**config.mk**
```make
export PLATFORM = sky130hd
export DESIGN_NAME = rtc_i2c_regif
export DESIGN_NICKNAME = d
export VERILOG_FILES = /design/src/rtl/rtc_i2c_pkg.sv /design/src/rtl/rtc_i2c_sync.sv /design/src/rtl/rtc_i2c_mask.sv /design/src/rtl/rtc_i2c_ctrl.sv /design/src/rtl/rtc_i2c_regif.sv
export SDC_FILE = /design/constraint.sdc
export NUM_CORES = 1
export LEC_CHECK = 0
export BUFFER_PORTS_ARGS = -buffer_cell sky130_fd_sc_hd__buf_2
export CAP_MARGIN = 20
export CORE_MARGIN = 1.5
export CORE_UTILIZATION = 56
export DETAILED_ROUTE_END_ITERATION = 7
export PLACE_DENSITY = 0.77
export SKIP_LAST_GASP = 1
export SLEW_MARGIN = 20
export SYNTH_ARGS = -nofsm -noshare
export SYNTH_HDL_FRONTEND = slang
export SYNTH_HIERARCHICAL = 1
export SYNTH_SLANG_ARGS = --single-unit
```
**constraint.sdc**
```tcl
create_clock -name clk -period 2.5 [get_ports clk]
set_input_delay 0.5 -clock clk [delete_from_list [all_inputs] [get_ports clk]]
set_output_delay 0.5 -clock clk [all_outputs]
set_load 0.01 [all_outputs]
```
**src/rtl/rtc_i2c_pkg.sv**
```systemverilog
package rtc_i2c_pkg;
  localparam int DATA_W  = 8;
  localparam int NUM_LOC = 20;
  localparam int PTR_W   = $clog2(NUM_LOC);
  localparam logic [6:0] DEV_ID = 7'h68;
  localparam int TEST_LOC = 0;
  localparam int TEST_BIT = 6;

  typedef enum logic [2:0] {
    ST_IDLE,
    ST_RX,
    ST_RX_ACK,
    ST_TX,
    ST_TX_ACK
  } bus_state_e;

  typedef enum logic [1:0] {
    K_ADDR,
    K_PTR,
    K_DATA
  } rx_kind_e;

  // implemented bits per location
  function automatic logic [DATA_W-1:0] read_mask(input logic [PTR_W-1:0] loc);
    logic [DATA_W-1:0] m;
    case (loc)
      5'h02:               m = 8'hEF;
      5'h04:               m = 8'h7F;
      5'h05, 5'h06:        m = 8'h3F;
      5'h07, 5'h10:        m = 8'h07;
      5'h08:               m = 8'h1F;
      5'h0B, 5'h0C:        m = 8'hBF;
      5'h0D:               m = 8'h87;
      5'h12:               m = 8'h77;
      5'h00, 5'h01, 5'h03, 5'h09, 5'h0A,
      5'h0E, 5'h0F, 5'h11, 5'h13: m = 8'hFF;
      default:             m = 8'h00;
    endcase
    return m;
  endfunction

  function automatic logic [DATA_W-1:0] write_mask(input logic [PTR_W-1:0] loc);
    logic [DATA_W-1:0] m;
    m = read_mask(loc);
    if (loc == PTR_W'(TEST_LOC)) m[TEST_BIT] = 1'b0;
    return m;
  endfunction
endpackage

```
**src/rtl/rtc_i2c_sync.sv**
```systemverilog
module rtc_i2c_sync #(
  parameter int STAGES = 2
) (
  input  logic clk,
  input  logic rst,
  input  logic din,
  output logic lvl,
  output logic rise,
  output logic fall
);
  logic [STAGES-1:0] chain;
  logic              prev;

  always_ff @(posedge clk) begin
    if (rst) begin
      chain <= '1;
      prev  <= 1'b1;
    end else begin
      chain <= {chain[STAGES-2:0], din};
      prev  <= chain[STAGES-1];
    end
  end

  assign lvl  = chain[STAGES-1];
  assign rise = chain[STAGES-1] & ~prev;
  assign fall = ~chain[STAGES-1] & prev;
endmodule

```
**src/rtl/rtc_i2c_mask.sv**
```systemverilog
module rtc_i2c_mask
  import rtc_i2c_pkg::*;
#(
  parameter int PW = PTR_W,
  parameter int DW = DATA_W
) (
  input  logic [PW-1:0] loc,
  input  logic [DW-1:0] rd_raw,
  input  logic [DW-1:0] wr_raw,
  output logic [DW-1:0] rd_masked,
  output logic [DW-1:0] wr_masked
);
  always_comb begin
    rd_masked = rd_raw & read_mask(loc);
    wr_masked = wr_raw & write_mask(loc);
  end
endmodule

```
**src/rtl/rtc_i2c_ctrl.sv**
```systemverilog
module rtc_i2c_ctrl
  import rtc_i2c_pkg::*;
#(
  parameter logic [6:0] DEV_ADDR = DEV_ID,
  parameter int N_LOC = NUM_LOC,
  parameter int PW    = PTR_W,
  parameter int DW    = DATA_W
) (
  input  logic          clk,
  input  logic          rst,
  input  logic          scl_rise,
  input  logic          scl_fall,
  input  logic          sda_lvl,
  input  logic          bus_start,
  input  logic          bus_stop,
  input  logic [DW-1:0] rd_masked,
  input  logic [DW-1:0] wr_masked,
  output logic [PW-1:0] ptr,
  output logic [DW-1:0] rx_byte,
  output logic          sda_oe,
  output logic          we,
  output logic [DW-1:0] wdata,
  output logic          rd_begin
);
  localparam int CNT_W = $clog2(DW + 1);
  localparam logic [CNT_W-1:0] BYTE_END = CNT_W'(DW);
  localparam logic [PW-1:0]    LAST_LOC = PW'(N_LOC - 1);

  bus_state_e       st;
  rx_kind_e         kind;
  logic [CNT_W-1:0] cnt;
  logic [DW-1:0]    sh;
  logic             acked;
  logic             rd_mode;
  logic             m_ack;

  function automatic logic [PW-1:0] step(input logic [PW-1:0] p);
    return (p == LAST_LOC) ? '0 : p + 1'b1;
  endfunction

  assign rx_byte = sh;

  always_ff @(posedge clk) begin
    if (rst) begin
      st       <= ST_IDLE;
      kind     <= K_ADDR;
      cnt      <= '0;
      sh       <= '0;
      acked    <= 1'b0;
      rd_mode  <= 1'b0;
      m_ack    <= 1'b0;
      ptr      <= '0;
      sda_oe   <= 1'b0;
      we       <= 1'b0;
      wdata    <= '0;
      rd_begin <= 1'b0;
    end else begin
      we       <= 1'b0;
      rd_begin <= 1'b0;
      if (bus_start) begin
        st     <= ST_RX;
        kind   <= K_ADDR;
        cnt    <= '0;
        sda_oe <= 1'b0;
      end else if (bus_stop) begin
        st     <= ST_IDLE;
        sda_oe <= 1'b0;
      end else begin
        case (st)
          ST_RX: begin
            if (scl_rise && cnt != BYTE_END) begin
              sh  <= {sh[DW-2:0], sda_lvl};
              cnt <= cnt + 1'b1;
            end else if (scl_fall && cnt == BYTE_END) begin
              cnt <= '0;
              st  <= ST_RX_ACK;
              case (kind)
                K_ADDR: begin
                  if (sh[DW-1 -: 7] == DEV_ADDR) begin
                    acked    <= 1'b1;
                    sda_oe   <= 1'b1;
                    rd_mode  <= sh[0];
                    rd_begin <= sh[0];
                  end else begin
                    st <= ST_IDLE;
                  end
                end
                K_PTR: begin
                  if (sh < DW'(N_LOC)) begin
                    ptr    <= sh[PW-1:0];
                    acked  <= 1'b1;
                    sda_oe <= 1'b1;
                  end else begin
                    acked <= 1'b0;
                  end
                end
                default: begin
                  we     <= 1'b1;
                  wdata  <= wr_masked;
                  acked  <= 1'b1;
                  sda_oe <= 1'b1;
                end
              endcase
            end
          end
          ST_RX_ACK: begin
            if (scl_fall) begin
              sda_oe <= 1'b0;
              cnt    <= '0;
              if (!acked) begin
                st <= ST_IDLE;
              end else if (kind == K_ADDR && rd_mode) begin
                st     <= ST_TX;
                sh     <= rd_masked;
                sda_oe <= ~rd_masked[DW-1];
              end else begin
                st <= ST_RX;
                if (kind == K_ADDR) kind <= K_PTR;
                else if (kind == K_PTR) kind <= K_DATA;
                else ptr <= step(ptr);
              end
            end
          end
          ST_TX: begin
            if (scl_rise) begin
              cnt <= cnt + 1'b1;
            end else if (scl_fall) begin
              if (cnt == BYTE_END) begin
                sda_oe <= 1'b0;
                st     <= ST_TX_ACK;
                ptr    <= step(ptr);
              end else begin
                sh     <= {sh[DW-2:0], 1'b0};
                sda_oe <= ~sh[DW-2];
              end
            end
          end
          ST_TX_ACK: begin
            if (scl_rise) begin
              m_ack <= ~sda_lvl;
            end else if (scl_fall) begin
              cnt <= '0;
              if (m_ack) begin
                st     <= ST_TX;
                sh     <= rd_masked;
                sda_oe <= ~rd_masked[DW-1];
              end else begin
                st <= ST_IDLE;
              end
            end
          end
          default: ;
        endcase
      end
    end
  end
endmodule

```
**src/rtl/rtc_i2c_regif.sv**
```systemverilog
module rtc_i2c_regif
  import rtc_i2c_pkg::*;
#(
  parameter logic [6:0] DEV_ADDR = DEV_ID,
  parameter int SYNC_STAGES = 2
) (
  input  logic              clk,
  input  logic              rst,
  input  logic              scl_i,
  input  logic              sda_i,
  output logic              sda_oe,
  output logic [PTR_W-1:0]  reg_addr,
  output logic [DATA_W-1:0] reg_wdata,
  output logic              reg_we,
  input  logic [DATA_W-1:0] reg_rdata,
  output logic              rd_start
);
  logic scl_lvl, scl_rise, scl_fall;
  logic sda_lvl, sda_rise, sda_fall;
  logic bus_start, bus_stop;
  logic [DATA_W-1:0] rx_byte, rd_masked, wr_masked;

  rtc_i2c_sync #(.STAGES(SYNC_STAGES)) u_scl_sync (
    .clk(clk), .rst(rst), .din(scl_i),
    .lvl(scl_lvl), .rise(scl_rise), .fall(scl_fall)
  );

  rtc_i2c_sync #(.STAGES(SYNC_STAGES)) u_sda_sync (
    .clk(clk), .rst(rst), .din(sda_i),
    .lvl(sda_lvl), .rise(sda_rise), .fall(sda_fall)
  );

  assign bus_start = sda_fall & scl_lvl;
  assign bus_stop  = sda_rise & scl_lvl;

  rtc_i2c_mask #(.PW(PTR_W), .DW(DATA_W)) u_mask (
    .loc(reg_addr), .rd_raw(reg_rdata), .wr_raw(rx_byte),
    .rd_masked(rd_masked), .wr_masked(wr_masked)
  );

  rtc_i2c_ctrl #(
    .DEV_ADDR(DEV_ADDR), .N_LOC(NUM_LOC), .PW(PTR_W), .DW(DATA_W)
  ) u_ctrl (
    .clk(clk), .rst(rst),
    .scl_rise(scl_rise), .scl_fall(scl_fall), .sda_lvl(sda_lvl),
    .bus_start(bus_start), .bus_stop(bus_stop),
    .rd_masked(rd_masked), .wr_masked(wr_masked),
    .ptr(reg_addr), .rx_byte(rx_byte), .sda_oe(sda_oe),
    .we(reg_we), .wdata(reg_wdata), .rd_begin(rd_start)
  );
endmodule

```
# Word-level counts from Yosys, hierarchy flattened
# Memories as Yosys holds them, arrays and structs flattened. A register that Yosys moved wholly into a read port is not among the register bits.
# Index checks and enable logic that the tools add are counted.
# word_totals
regBits	42
latch_bits	0
ram_bits	0
rom_bits	512
out_inout_bits	16
memories	2
# classes
n_addsub	2
multipliers	0
n_div	0
magnitude_cmp	1
eq_ne	40
shifts	0
muxes	72
n_bitwise	23
n_reduce_logical	25
# memory_table
name	depth	word_bits	read_ports	rd_clocked_by_memory_dff	write_ports	line	rtl
(no name shown)	32	8	1	1	0	rtc_i2c_pkg.sv:26	case (loc)
(no name shown)	32	8	1	1	0	rtc_i2c_pkg.sv:26	
# ops
cell	n
$mux 5	17
$mux 8	10
$pmux 8 s4	1
$mux 3	10
$ne 2x1->1 const B	13
$mux 4	5
$ne 4x3->1 const B	5
$mux 1	18
$reduce_and 6->1	3
$reduce_and 9->1	2
$and 8x8->8	2
$ne 4x4->1 const B	4
$pmux 4 s4	1
$not 1->1	15
$pmux 5 s3	1
$reduce_and 15->1	1
$ne 2x2->1 const B	7
$reduce_and 13->1	1
$pmux 3 s4	1
$reduce_and 11->1	1
$mux 2	5
$lt 8x5->1 const B	1
$reduce_or 8->1	1
$eq 7x7->1 const B	1
other kinds (26)	37

# Depth between registers and ports, before layout
# Gate-level depths: netlist (run 1).
# logic_depth
depth_word	10
mapped_depth	8
mapped_depth_nobuf	8

# By module
# Netlist (run 1), hierarchy kept.
# modules_own_cells
mod	n_inst	cells_each	area_per_inst_um2	seq_area_each_um2
rtc_i2c_ctrl	1	256	2163.3	720.7
rtc_i2c_mask	1	50	342.8	0.0
rtc_i2c_sync	2	8	92.6	60.1
rtc_i2c_regif	1	2	12.5	0.0

# Least setup slack after synthesis (run 1)
# No wires, ideal clock.
# synth_path
kind	flip-flop to flip-flop
start	register u_sda_sync.chain[1]
end	register u_ctrl.sh[0] (netlist: u_ctrl/rx_byte[0])
setup_time_ps	116
t_arrival_ps	1814
required_ps	2384
path_slack_ps	570
path_stages_with_launch	9
period_less_slack_ps	1930
cell_sequence	dfxtp_1 and2b_1 and2_1 nor2_1 a21boi_2 o211ai_2 or2_1 buf_2 a31o_2
# synth_via
elab_chain_cells	5
# synth_lines
item	line	rtl
start: declaration	rtc_i2c_sync.sv:11	logic [STAGES-1:0] chain;
start signal: assignment	rtc_i2c_sync.sv:19	chain <= {chain[STAGES-2:0], din};
$not 1->1	rtc_i2c_sync.sv:26	assign fall = ~chain[STAGES-1] & prev;
$and 1x1->1	rtc_i2c_sync.sv:26	
net sda_fall	rtc_i2c_regif.sv:19	logic sda_lvl, sda_rise, sda_fall;
$and 1x1->1	rtc_i2c_regif.sv:33	assign bus_start = sda_fall & scl_lvl;
net bus_start	rtc_i2c_regif.sv:20	logic bus_start, bus_stop;
$not 1->1 (no source line)	-	
$reduce_and 13->1 (no source line)	-	
end signal: assignment	rtc_i2c_ctrl.sv:72	sh <= {sh[DW-2:0], sda_lvl};
end signal: assignment	rtc_i2c_ctrl.sv:114	sh <= rd_masked;
end signal: assignment	rtc_i2c_ctrl.sv:145	sh <= rd_masked;
end: declaration	rtc_i2c_ctrl.sv:32	logic [DW-1:0] sh;
# The timed path passes the listed nets, and every way through them passes these cells. The select of a mux whose other input is x is not followed.
# A chain may end at the register's enable or synchronous reset.

# Final worst setup path (run 1)
# layout_path
start	register u_ctrl.cnt[0]
end	register u_ctrl.ptr[2]
# layout_via
elab_chain_cells	4
# layout_lines
item	line	rtl
start: declaration	rtc_i2c_ctrl.sv:31	logic [CNT_W-1:0] cnt;
start signal: assignment	rtc_i2c_ctrl.sv:73	cnt <= cnt + 1'b1;
start signal: assignment	rtc_i2c_ctrl.sv:126	cnt <= cnt + 1'b1;
$ne 4x4->1 / $eq 4x4->1 (equally long branches)	rtc_i2c_ctrl.sv:71, rtc_i2c_ctrl.sv:74, rtc_i2c_ctrl.sv:128	
$logic_and 1x1->1 (on tied branches)	rtc_i2c_ctrl.sv:71, rtc_i2c_ctrl.sv:74	
$ne 2x2->1 (no source line) / $ne 2x1->1 (equally long branches)	-	
$reduce_and 15->1 (no source line) *	-	
end signal: assignment	rtc_i2c_ctrl.sv:90	ptr <= sh[PW-1:0];
end signal: assignment	rtc_i2c_ctrl.sv:120	else ptr <= step(ptr);
end signal: assignment	rtc_i2c_ctrl.sv:131	ptr <= step(ptr);
end: declaration	rtc_i2c_ctrl.sv:18	output logic [PW-1:0] ptr,
# Mark *: on every way between the ends. The rest lies on a longest branch, timed or not.

==> results of run 1 <==
==> state kept, by name (all words and copies together) (netlist names) <==
signal	cells
u_ctrl/acked	1
u_ctrl/cnt	4
u_ctrl/kind	2
u_ctrl/m_ack	1
u_ctrl/ptr	5
u_ctrl/rd_begin	1
u_ctrl/rd_mode	1
u_ctrl/rx_byte	8
u_ctrl/sda_oe	1
u_ctrl/st	3
u_ctrl/wdata	8
u_ctrl/we	1
u_scl_sync/chain	2
u_scl_sync/prev	1
u_sda_sync/chain	2
u_sda_sync/prev	1
==> power by group <==
part / switching [mW] / leakage (nW) / total (mW) / internal (mW)
Sequential: 0.00703 / 0.340 / 0.682 / 0.675
Clock: 0.234 / 0.0482 / 0.457 / 0.223
Combinational: 0.0497 / 0.744 / 0.0835 / 0.0338
==> synth_stat cells (all sizes together) (3+ instances only) <==
master / instances / area share, %
nand3b: 5 / 1.9
inv: 16 / 2.2
ha: 7 / 3.2
or2: 8 / 1.9
a22oi: 3 / 0.83
a211oi: 7 / 2.1
mux2i: 14 / 5.2
nor3b: 7 / 1.9
a21oi: 19 / 3.7
and2: 12 / 2.8
o21a: 3 / 0.83
nor2b: 8 / 1.9
o21ai: 11 / 2.0
nor2: 24 / 3.3
nor4: 8 / 1.9
and2b: 4 / 1.2
and3: 3 / 0.69
buf: 8 / 2.3
nand2b: 5 / 1.2
nand2: 24 / 3.3
o211ai: 5 / 1.6
a31o: 10 / 3.2
nand3: 10 / 1.9
clkbuf: 6 / 0.83
a21boi: 4 / 1.2
nand4: 3 / 0.69
dfxtp: 42 / 31
a31oi: 3 / 0.69
nor3: 5 / 0.93
==> routing by layer <==
metal	track usage, %	vias to the layer above	wire length, um
met5	0	-	0
met4	10.3	0	111
met3	4.03	12	282
met2	43.3	67	3200
met1	33.7	1200	2930
li1	-	1245	-
==> through the flow <==
stage	cell area [um^2]	power [mW]	util [%]
after floorplan	2700	0.753	-
after global placement	2890	0.778	61.6
after detailed placement	2890	0.780	61.6
after CTS	2980	1.23	63.5
after global routing	2980	1.26	63.5
final	2980	1.22	63.5
==> worst max-delay path: stages, from the launching register on <==
cell       delay (ps)
dfxtp_1           340
inv_1              80
ha_1              230
nand3b_4          140
a2111oi_1         490
o2111ai_2         340
a211oi_1          340
a211oi_1           70
==> layout make-up <==
type | count | area share [%]
Clock buffer | 7 | 2.90
Clock inverter | 1 | 0.168
Inverter | 16 | 2.01
Multi-Input combinational cell | 252 | 57.7
Sequential cell | 42 | 28.2
Tap cell | 54 | 2.27
Timing Repair Buffer | 36 | 6.80
==> logic make-up after synthesis <==
group                    count (synthesis)
AO/OA/AOI/OAI                           89
buffers and inverters                   30
multiplexers                            14
XOR/XNOR                                 2
adder cells (fa/ha/maj)                  8
AND/OR/NAND/NOR                        139
flip-flops                              42
==> how the worst min path moves through the flow <==
stage	slack [ps]	depth (start not counted)	startpoint	end
floorplan	380	1	u_scl_sync/chain[0]	u_scl_sync/chain[1]
global placement	390	1	u_sda_sync/chain[0]	u_sda_sync/chain[1]
detailed placement	390	1	u_sda_sync/chain[0]	u_sda_sync/chain[1]
CTS	380	2	sda_i	u_sda_sync/chain[0]
global route	400	2	sda_i	u_sda_sync/chain[0]
finish	390	2	sda_i	u_sda_sync/chain[0]
==> layout by cell type (no fill, tap or decap), types with 4 or more instances in the layout <==
master,n
nand3b_1,4
nor3_1,5
a211oi_1,6
nand3_1,10
nor4_1,8
buf_4,9
a31o_2,10
dfxtp_1,42
nand2b_1,5
nor3b_1,7
mux2i_1,14
nand2_1,24
o21ai_0,11
ha_1,7
or2_1,7
o211ai_1,4
nor2b_1,8
buf_2,27
a21oi_1,18
clkbuf_8,6
and2_1,12
inv_1,16
nor2_1,24
==> flow_metrics.env, run 1 <==
export IMPL_status="complete, no violations"
export IMPL_final_hold_viol_count=0
export IMPL_fin_worst_hold_slack_ps=386
export IMPL_drt_total_wl_mm=6.52
export IMPL_multi_input_area_um2=1720
export IMPL_htree_levels=2
export IMPL_clock_root_buffer="clkbuf_8"
export IMPL_grt_antenna_before_repair=0
export IMPL_worst_clock_skew_ps=7.14
export IMPL_tightest_slew_ps=653
export IMPL_combinational_family_with_the_most_area_after_synthesis="simple AND/OR/NAND/NOR gates"
export IMPL_synth_ff_latch_count=42
export IMPL_fillerInstances=431
export IMPL_cts_hold_fix_buffers=0
export IMPL_insertion_delay_ps=300
export IMPL_mean_number_of_vias_per_cell=6.19
export IMPL_globalRoute_totalOverflow=0
export IMPL_place_detailed_instances=400
export IMPL_floorplan_die_area_um2=5250
export IMPL_r2r_slack_ps=330
export IMPL_mappedNetlistArea_um2=2700
export IMPL_vdd_ir_drop_worst_mv=0.214
export IMPL_globalRouteTotalUtil_pct=26.0
export IMPL_final_period_utilization_pct=86.7
export IMPL_timing_critical_path_arrival_ps=2330
export IMPL_dr_total_vias=2524
export IMPL_post_route_worst_setup_slack_ps=333
export IMPL_clk_path_buf_depth=2
export IMPL_endpoint_kind="flop"
export IMPL_setup_worst_path_class="flop to flop"
export IMPL_area_growth_pct=10.3
export IMPL_seqCellArea_um2=841
export IMPL_pre_cts_slack_ps=367
export IMPL_min_path_type="input port to flop"
export IMPL_p_per_area_nw_per_um2=410
export IMPL_layout_drive_gt1_share_pct=18.6
export IMPL_yosysWarningCount=6
export IMPL_synth_top_flop_cell="dfxtp_1"
export IMPL_place_detailed_hpwl_mm=4.87
export IMPL_number_of_remaining_drc_errors=0
export IMPL_top_level_ports=28
export IMPL_cap_viol_max_count=0
export IMPL_timing_critical_path_to="u_ctrl/ptr[2]"
export IMPL_worst_relative_slew_slack_pct=56.0
export IMPL_cp_required_ps=2670
export IMPL_cts_setup_buffers=0
export IMPL_synth_yosys_seq_area_share_pct=31.1
export IMPL_post_cts_resize_count=0
export IMPL_total_leakage_power_nw=1.13
export IMPL_synth_mux_area_fraction_pct=5.18
export IMPL_synth_nets=343
export IMPL_synthesized_area_per_cell_um2=8.35
export IMPL_synth_compound_area_share_pct=24.4
export IMPL_clkSinkCount=42
export IMPL_final_net_count=372
export IMPL_worstRegToRegCells=7
export IMPL_startpoint_class_of_the_critical_path="flop"
export IMPL_gp_congestion=0.922
export IMPL_synth_cell_types=69
export IMPL_io_buffer_count=27
export IMPL_dieWidth_um=72.5
export IMPL_layoutNonFillerInstCount=408
export IMPL_fp_rows=25
export IMPL_drt_wirelength_per_cell_um=16.0
export IMPL_grt_max_degree=25
export IMPL_number_of_synthesized_flops_with_an_enable_pin=0
export IMPL_simple_gate_area_share_of_the_yosys_netlist_pct=29.7
export IMPL_initial_cell_density_of_the_core_pct=57.6
export IMPL_setup_tns_ps=0
export IMPL_worst_path_max_fanout=9
export IMPL_critical_path_reg2reg_startpoint="u_ctrl/cnt[0]"
export IMPL_cts_tree="yes"
export IMPL_fmaxAchievable_ghz=0.461
export IMPL_timing_max_transition_violations_final=0
export IMPL_synth_async_sr_flop_share_pct=0
export IMPL_n_antenna_cell=0
export IMPL_crit_start="u_ctrl/cnt[0]"
export IMPL_synth_adder_area_share_pct=3.61
export IMPL_setup_violations_final=0
export IMPL_grt_pass1_vias=2386
export IMPL_final_antenna_net_count=0
export IMPL_drt_pass1_iterations=5
export IMPL_die_height_um=72.5
export IMPL_r2r_end="u_ctrl/ptr[2]"
export IMPL_fp_coreArea_um2=4690
export IMPL_post_synth_xor_area_fraction_pct=0.648
export IMPL_rsz0062_at_grt="false"
export IMPL_drt_iter0_drc=238
export IMPL_clk_pin_slew_ps=80
export IMPL_finalCriticalPeriod_ps=2170
export IMPL_synthesis_instances=324
export IMPL_grt_pass1_wl_mm=10.9
export IMPL_cts_buffers=5
(Power assumes the default switching activity.)
==> run 2: changes to the inputs <==
--- a/config.mk
+++ b/config.mk
@@ -5,6 +5,7 @@
 export SDC_FILE = /design/constraint.sdc
 export NUM_CORES = 1
 export LEC_CHECK = 0
+export ABC_AREA = 1
 export BUFFER_PORTS_ARGS = -buffer_cell sky130_fd_sc_hd__buf_2
 export CAP_MARGIN = 20
 export CORE_MARGIN = 1.5
==> run 2 against run 1 <==
Net effect: flip-flop and latch count unchanged; combinational power rose to 15 times the previous value; power up 110%; area after synthesis up 1.6%; utilization up 0.59 points; register-to-register slack better by 190 ps; cell count up 37%; global-route usage up 0.063 points; sequential power up 34%; die area up 1.5%; largest cell class unchanged.
==> flow_metrics.env, run 2 <==
export IMPL_worst_path_max_fanout=8
export IMPL_drt_total_wl_mm=6.42
export IMPL_total_leakage_power_nw=1.62
export IMPL_clock_root_buffer="clkbuf_8"
export IMPL_cts_buffers=5
export IMPL_post_synth_xor_area_fraction_pct=0.957
export IMPL_post_synth_top_area_cell="dfxtp_1"
export IMPL_fp_coreArea_um2=4720
export IMPL_globalRoute_totalOverflow=0
export IMPL_status="complete, no violations"
export IMPL_combinational_family_with_the_most_area_after_synthesis="simple AND/OR/NAND/NOR gates"
export IMPL_mostFrequentLayoutCells="nand2_1, nor2_1, inv_1, dfxtp_1, buf_2"
export IMPL_clk_pin_slew_ps=80
export IMPL_post_cts_resize_count=0
export IMPL_top_level_ports=28
export IMPL_final_hold_viol_count=0
export IMPL_grt_antenna_before_repair=0
export IMPL_setup_violations_final=0
export IMPL_rsz0062_at_grt="false"
export IMPL_endpoint_kind="flop"
export IMPL_r2r_slack_ps=530
export IMPL_die_height_um=73.0
export IMPL_clkSinkCount=42
export IMPL_yosys_top_cells_count="nand2_1, nor2_1, inv_1, dfxtp_1, nand3_1"
export IMPL_n_antenna_cell=0
export IMPL_timing_max_transition_violations_final=0
export IMPL_tightest_slew_ps=468
export IMPL_area_growth_pct=10.3
export IMPL_timing_critical_path_arrival_ps=2170
export IMPL_setup_tns_ps=0
export IMPL_grt_pass1_wl_mm=10.6
export IMPL_dieWidth_um=73.0
export IMPL_post_synth_top_area_fraction_pct=30.6
export IMPL_final_antenna_net_count=0
export IMPL_grt_max_degree=18
export IMPL_initial_cell_density_of_the_core_pct=58.1
export IMPL_post_route_cell_area_um2=3030
export IMPL_mean_number_of_vias_per_cell=4.95
export IMPL_synth_async_sr_flop_share_pct=0
export IMPL_setup_worst_path_class="flop to flop"
export IMPL_synth_compound_area_share_pct=8.56
export IMPL_synthesized_area_per_cell_um2=5.97
export IMPL_drt_pass1_iterations=4
export IMPL_place_area_um2=2940
export IMPL_final_period_utilization_pct=79.0
export IMPL_synth_nets=479
export IMPL_worst_clock_skew_ps=9.40
export IMPL_vdd_ir_drop_worst_mv=0.503
export IMPL_number_of_remaining_drc_errors=0
export IMPL_synth_ff_latch_count=42
export IMPL_cap_viol_max_count=0
export IMPL_post_route_worst_setup_slack_ps=526
export IMPL_dr_total_vias=2762
export IMPL_layout_drive_gt1_share_pct=12.8
export IMPL_synth_top_cells_by_area="dfxtp_1, nand2_1, nor2_1"
export IMPL_cp_required_ps=2690
export IMPL_cts_hold_fix_buffers=0
export IMPL_fin_total_pwr_mw=2.58
export IMPL_finalCriticalPeriod_ps=1970
export IMPL_synth_yosys_seq_area_share_pct=30.6
export IMPL_htree_levels=2
export IMPL_drt_iter0_drc=149
export IMPL_synth_mux_area_fraction_pct=0
export IMPL_cts_tree="yes"
export IMPL_fmaxAchievable_ghz=0.506
export IMPL_pre_cts_slack_ps=569
export IMPL_gp_congestion=0.964
export IMPL_startpoint_class_of_the_critical_path="flop"
export IMPL_final_net_count=509
export IMPL_floorplan_die_area_um2=5330
export IMPL_globalRouteTotalUtil_pct=26.0
export IMPL_number_of_synthesized_flops_with_an_enable_pin=0
export IMPL_yosysWarningCount=6
export IMPL_mappedNetlistArea_um2=2750
export IMPL_grt_pass1_vias=2444
export IMPL_fp_rows=25
export IMPL_simple_gate_area_share_of_the_yosys_netlist_pct=45.4
export IMPL_synth_adder_area_share_pct=3.19
export IMPL_synth_top_flop_cell="dfxtp_1"
export IMPL_final_common_cell="nand2_1"
export IMPL_insertion_delay_ps=300
export IMPL_worst_relative_slew_slack_pct=68.8
export IMPL_place_detailed_hpwl_mm=4.97
export IMPL_io_buffer_count=27
export IMPL_post_synth_top_count_cell="nand2_1"
export IMPL_synth_cell_types=33
export IMPL_cts_setup_buffers=0
export IMPL_min_path_type="input port to flop"
export IMPL_p_per_area_nw_per_um2=853
export IMPL_clk_path_buf_depth=2
export IMPL_drt_wirelength_per_cell_um=11.5
export IMPL_synthesis_instances=460
[run 2: worst max-delay path, cell delays in order, from the launching register on]
cell     delay, ps
dfxtp_1        340
inv_1          100
ha_1           180
nand2_1         60
nor2_1         180
nand2_1        170
nor3_1         330
nand2_1        240
o21ai_0        230
nor2_1          60
[run 2: metal layers]
layer,share of wire (%),global-route usage [%],wire [um],vias up
li1,-,-,-,1467
met1,44,30.3,2850,1198
met2,48,45.4,3100,81
met3,4.3,4.56,275,16
met4,3.0,13.4,193,0
met5,0,0,0,-
[run 2: cell families (layout without fill, tap and decap cells)]
group | count (synthesis) | in the layout
flip-flops | 42 | 42
adder cells (fa/ha/maj) | 7 | 7
XOR/XNOR | 3 | 3
AND/OR/NAND/NOR | 286 | 286
buffers and inverters | 78 | 109
AO/OA/AOI/OAI | 44 | 44
[run 2: layout make-up]
cell class | instances | area [um^2]
Fill cell | 487 | 1690
Multi-Input combinational cell | 340 | 1600
Sequential cell | 42 | 841
Inverter | 73 | 275
Timing Repair Buffer | 28 | 143
Tap cell | 67 | 83.8
Clock buffer | 5 | 68.8
Clock inverter | 3 | 21.3
[run 2: final timing paths]
kind	startpoint	endpoint	depth (start not counted)
max	u_ctrl/cnt[0]	u_ctrl/wdata[0]	9
min	scl_i	u_scl_sync/chain[0]	3
max reg2reg	u_ctrl/cnt[0]	u_ctrl/wdata[0]	9
min reg2reg	u_scl_sync/chain[0]	u_scl_sync/chain[1]	2
[run 2: report_power, final]
group / total [mW] / internal (mW) / switching [mW]
Sequential: 0.912 / 0.759 / 0.153
Clock: 0.443 / 0.196 / 0.246
Combinational: 1.23 / 0.423 / 0.806
[run 2: through the flow]
stage	instances	hold slack, ps	utilization (%)
after global routing	558	358	64.1
after CTS	558	361	64.1
after floorplan	460	387	-
after detailed placement	550	403	62.2
final	558	369	64.1
after global placement	550	407	62.2
==> run 3: changes to the inputs <==
--- a/config.mk
+++ b/config.mk
@@ -9,7 +9,7 @@
 export BUFFER_PORTS_ARGS = -buffer_cell sky130_fd_sc_hd__buf_2
 export CAP_MARGIN = 20
 export CORE_MARGIN = 1.5
-export CORE_UTILIZATION = 56
+export CORE_UTILIZATION = 53
 export DETAILED_ROUTE_END_ITERATION = 7
 export PLACE_DENSITY = 0.77
 export SKIP_LAST_GASP = 1
==> constraint.sdc (replaced) <==
create_clock -name clk -period 1.7 [get_ports clk]
set_input_delay 0.34 -clock clk [delete_from_list [all_inputs] [get_ports clk]]
set_output_delay 0.34 -clock clk [all_outputs]
set_load 0.01 [all_outputs]
==> run 3 against run 2 <==
Net effect: clock skew up 3.4 ps; count of clock-buffer cells in the layout unchanged; register-to-register slack lost 480 ps; combinational power increased by 93%; largest cell class unchanged; critical path depth increased by 3; global-route usage fell by 0.74 points; clock power up 54%; non-clock buffer count increased by 32; routed wire length grew 11%; cell count up 6.5%; first-iteration DRC count is 9.4% higher; utilization up 4.7 points.
==> flow_metrics.env, run 3 (synthesis gave the netlist of run 2 again) <==
export IMPL_drt_total_wl_mm=7.12
export IMPL_timing_critical_path_arrival_ps=1850
export IMPL_cell_count_of_the_worst_hold_path=3
export IMPL_globalRoute_totalOverflow=0
export IMPL_final_net_count=542
export IMPL_grt_antenna_before_repair=0
export IMPL_fin_total_pwr_mw=4.28
export IMPL_drt_wirelength_per_cell_um=12.0
export IMPL_total_leakage_power_nw=1.83
export IMPL_clk_path_buf_depth=2
export IMPL_fp_coreArea_um2=5040
export IMPL_place_detailed_hpwl_mm=5.28
export IMPL_clock_root_buffer="clkbuf_8"
export IMPL_startpoint_class_of_the_critical_path="flop"
export IMPL_layoutNonFillerInstCount=594
export IMPL_final_period_utilization_pct=97.1
export IMPL_top_level_ports=28
export IMPL_layout_drive_gt1_share_pct=26.0
export IMPL_min_path_type="input port to flop"
export IMPL_final_common_cell="nand2_1"
export IMPL_vdd_ir_drop_worst_mv=0.784
export IMPL_timing_max_transition_violations_final=0
export IMPL_mean_number_of_vias_per_cell=4.95
export IMPL_clkSinkCount=42
export IMPL_cts_tree="yes"
export IMPL_place_detailed_instances=576
export IMPL_drt_pass1_iterations=5
export IMPL_grt_pass1_vias=2550
export IMPL_status="complete, no violations"
export IMPL_final_antenna_net_count=0
export IMPL_worst_relative_slew_slack_pct=71.1
export IMPL_floorplan_die_area_um2=5620
export IMPL_setup_worst_path_class="flop to flop"
export IMPL_number_of_remaining_drc_errors=0
export IMPL_endpoint_kind="flop"
export IMPL_grt_pass1_wl_mm=10.9
export IMPL_path_common_cell="nand2_1"
export IMPL_drt_iter0_drc=163
export IMPL_cp_required_ps=1890
export IMPL_standard_cell_with_the_maximum_stage_delay_on_the_critical_path="dfxtp_1"
export IMPL_final_hold_viol_count=0
export IMPL_setup_violations_final=0
export IMPL_n_antenna_cell=0
export IMPL_max_stage_delay_ps=330
export IMPL_die_height_um=75.0
export IMPL_finalCriticalPeriod_ps=1650
export IMPL_grt_max_degree=17
export IMPL_cap_viol_max_count=0
export IMPL_globalRouteTotalUtil_pct=25.3
export IMPL_insertion_delay_ps=300
export IMPL_rsz0062_at_grt="true"
export IMPL_htree_levels=2
export IMPL_area_growth_pct=26.4
export IMPL_tightest_slew_ps=433
export IMPL_fmaxAchievable_ghz=0.606
export IMPL_worstPathCellList="inv_2 > ha_4 > nand2_2 > nor2_4 > nand2_4 > nand3_1 > nand2_1 > nor2_1 > buf_4 > nand2_1 > nand2_1 > nor2_1"
export IMPL_worst_clock_skew_ps=12.8
export IMPL_mostFrequentLayoutCells="nand2_1, nor2_1, inv_1, dfxtp_1, buf_4"
export IMPL_worst_path_max_fanout=6
export IMPL_worstRegToRegCells=12
export IMPL_io_buffer_count=27
export IMPL_fp_rows=26
export IMPL_p_per_area_nw_per_um2=1230
export IMPL_clk_pin_slew_ps=80
export IMPL_gp_congestion=0.943
export IMPL_cts_buffers=5
export IMPL_dieWidth_um=75.0
export IMPL_dr_total_vias=2942
export IMPL_finalCoreUtilization_pct=68.9
export IMPL_initial_cell_density_of_the_core_pct=54.5
==> run 3: cell types whose count changed in the layout (fill, tap and decap cells not counted), moves of 3 or more <==
cell / previous run / this run
o21ai_0: 22 / 19
buf_4: 1 / 32
nor2_1: 100 / 90
nand2_2: 2 / 12
inv_2: 6 / 10
nand2_1: 134 / 121
nand2_4: 4 / 7
nor2_2: 6 / 12
inv_1: 66 / 62
nor2_4: 2 / 6
dfxtp_1: 42 / 35
dfxtp_2: 0 / 5
==> run 3: path summary, 6_finish.rpt <==
| path | startpoint | end | slack [ps] |
|---|---|---|---|
| hold reg to reg | u_scl_sync/chain[0] | u_scl_sync/chain[1] | 420 |
| hold / removal | scl_i | u_scl_sync/chain[0] | 220 |
| setup / recovery | u_ctrl/cnt[1] | u_ctrl/cnt[1] | 50 |
| setup reg to reg | u_ctrl/cnt[1] | u_ctrl/cnt[1] | 50 |
==> run 3: stage by stage <==
| stage | hold WS, ps | instance area, um^2 | setup WS (ps) | setup TNS [ps] |
|---|---|---|---|---|
| after floorplan | 387 | 2750 | 122 | 0 |
| after global placement | 402 | 3130 | 35.3 | 0 |
| after detailed placement | 404 | 3130 | -92.4 | -399 |
| after CTS | 212 | 3230 | -22.8 | -27.9 |
| after global routing | 204 | 3470 | -67.2 | -411 |
| final | 215 | 3470 | 49.2 | 0 |
==> run 3: layout make-up <==
cell class,instances,area (um^2)
Timing Repair Buffer,60,395
Fill cell,467,1570
Sequential cell,42,855
Inverter,73,275
Multi-Input combinational cell,341,1770
Tap cell,70,87.6
Clock inverter,3,25.0
Clock buffer,5,68.8
==> run 3: routing by layer <==
metal	global-route usage (%)	routed length [um]	vias to the layer above
li1	-	-	1536
met1	28.2	2930	1314
met2	47.1	3750	77
met3	4.15	315	15
met4	10.9	125	0
met5	0	0	-
==> run 3: worst max-delay path: cells and delay by family, from the launching register on <==
kind                       cells  cell delay, ps
and+or+nand+nor                9             830
DFF                            1             330
buffers and inverters          2             240
adders and majority gates      1             150
==> run 3: what timing repair did <==
action | 4_1_cts | 5_1_grt
resized for setup | 4 | 53
setup endpoints to repair | 12 | 33
hold buffers | 0 | 0
buffers inserted | 0 | 9
gates cloned | 0 | 1
pin swaps | 0 | 20
==> run 3: power breakdown <==
part           switching [mW]  internal (mW)
Combinational            1.47          0.902
Clock                   0.387          0.297
Sequential              0.112           1.12
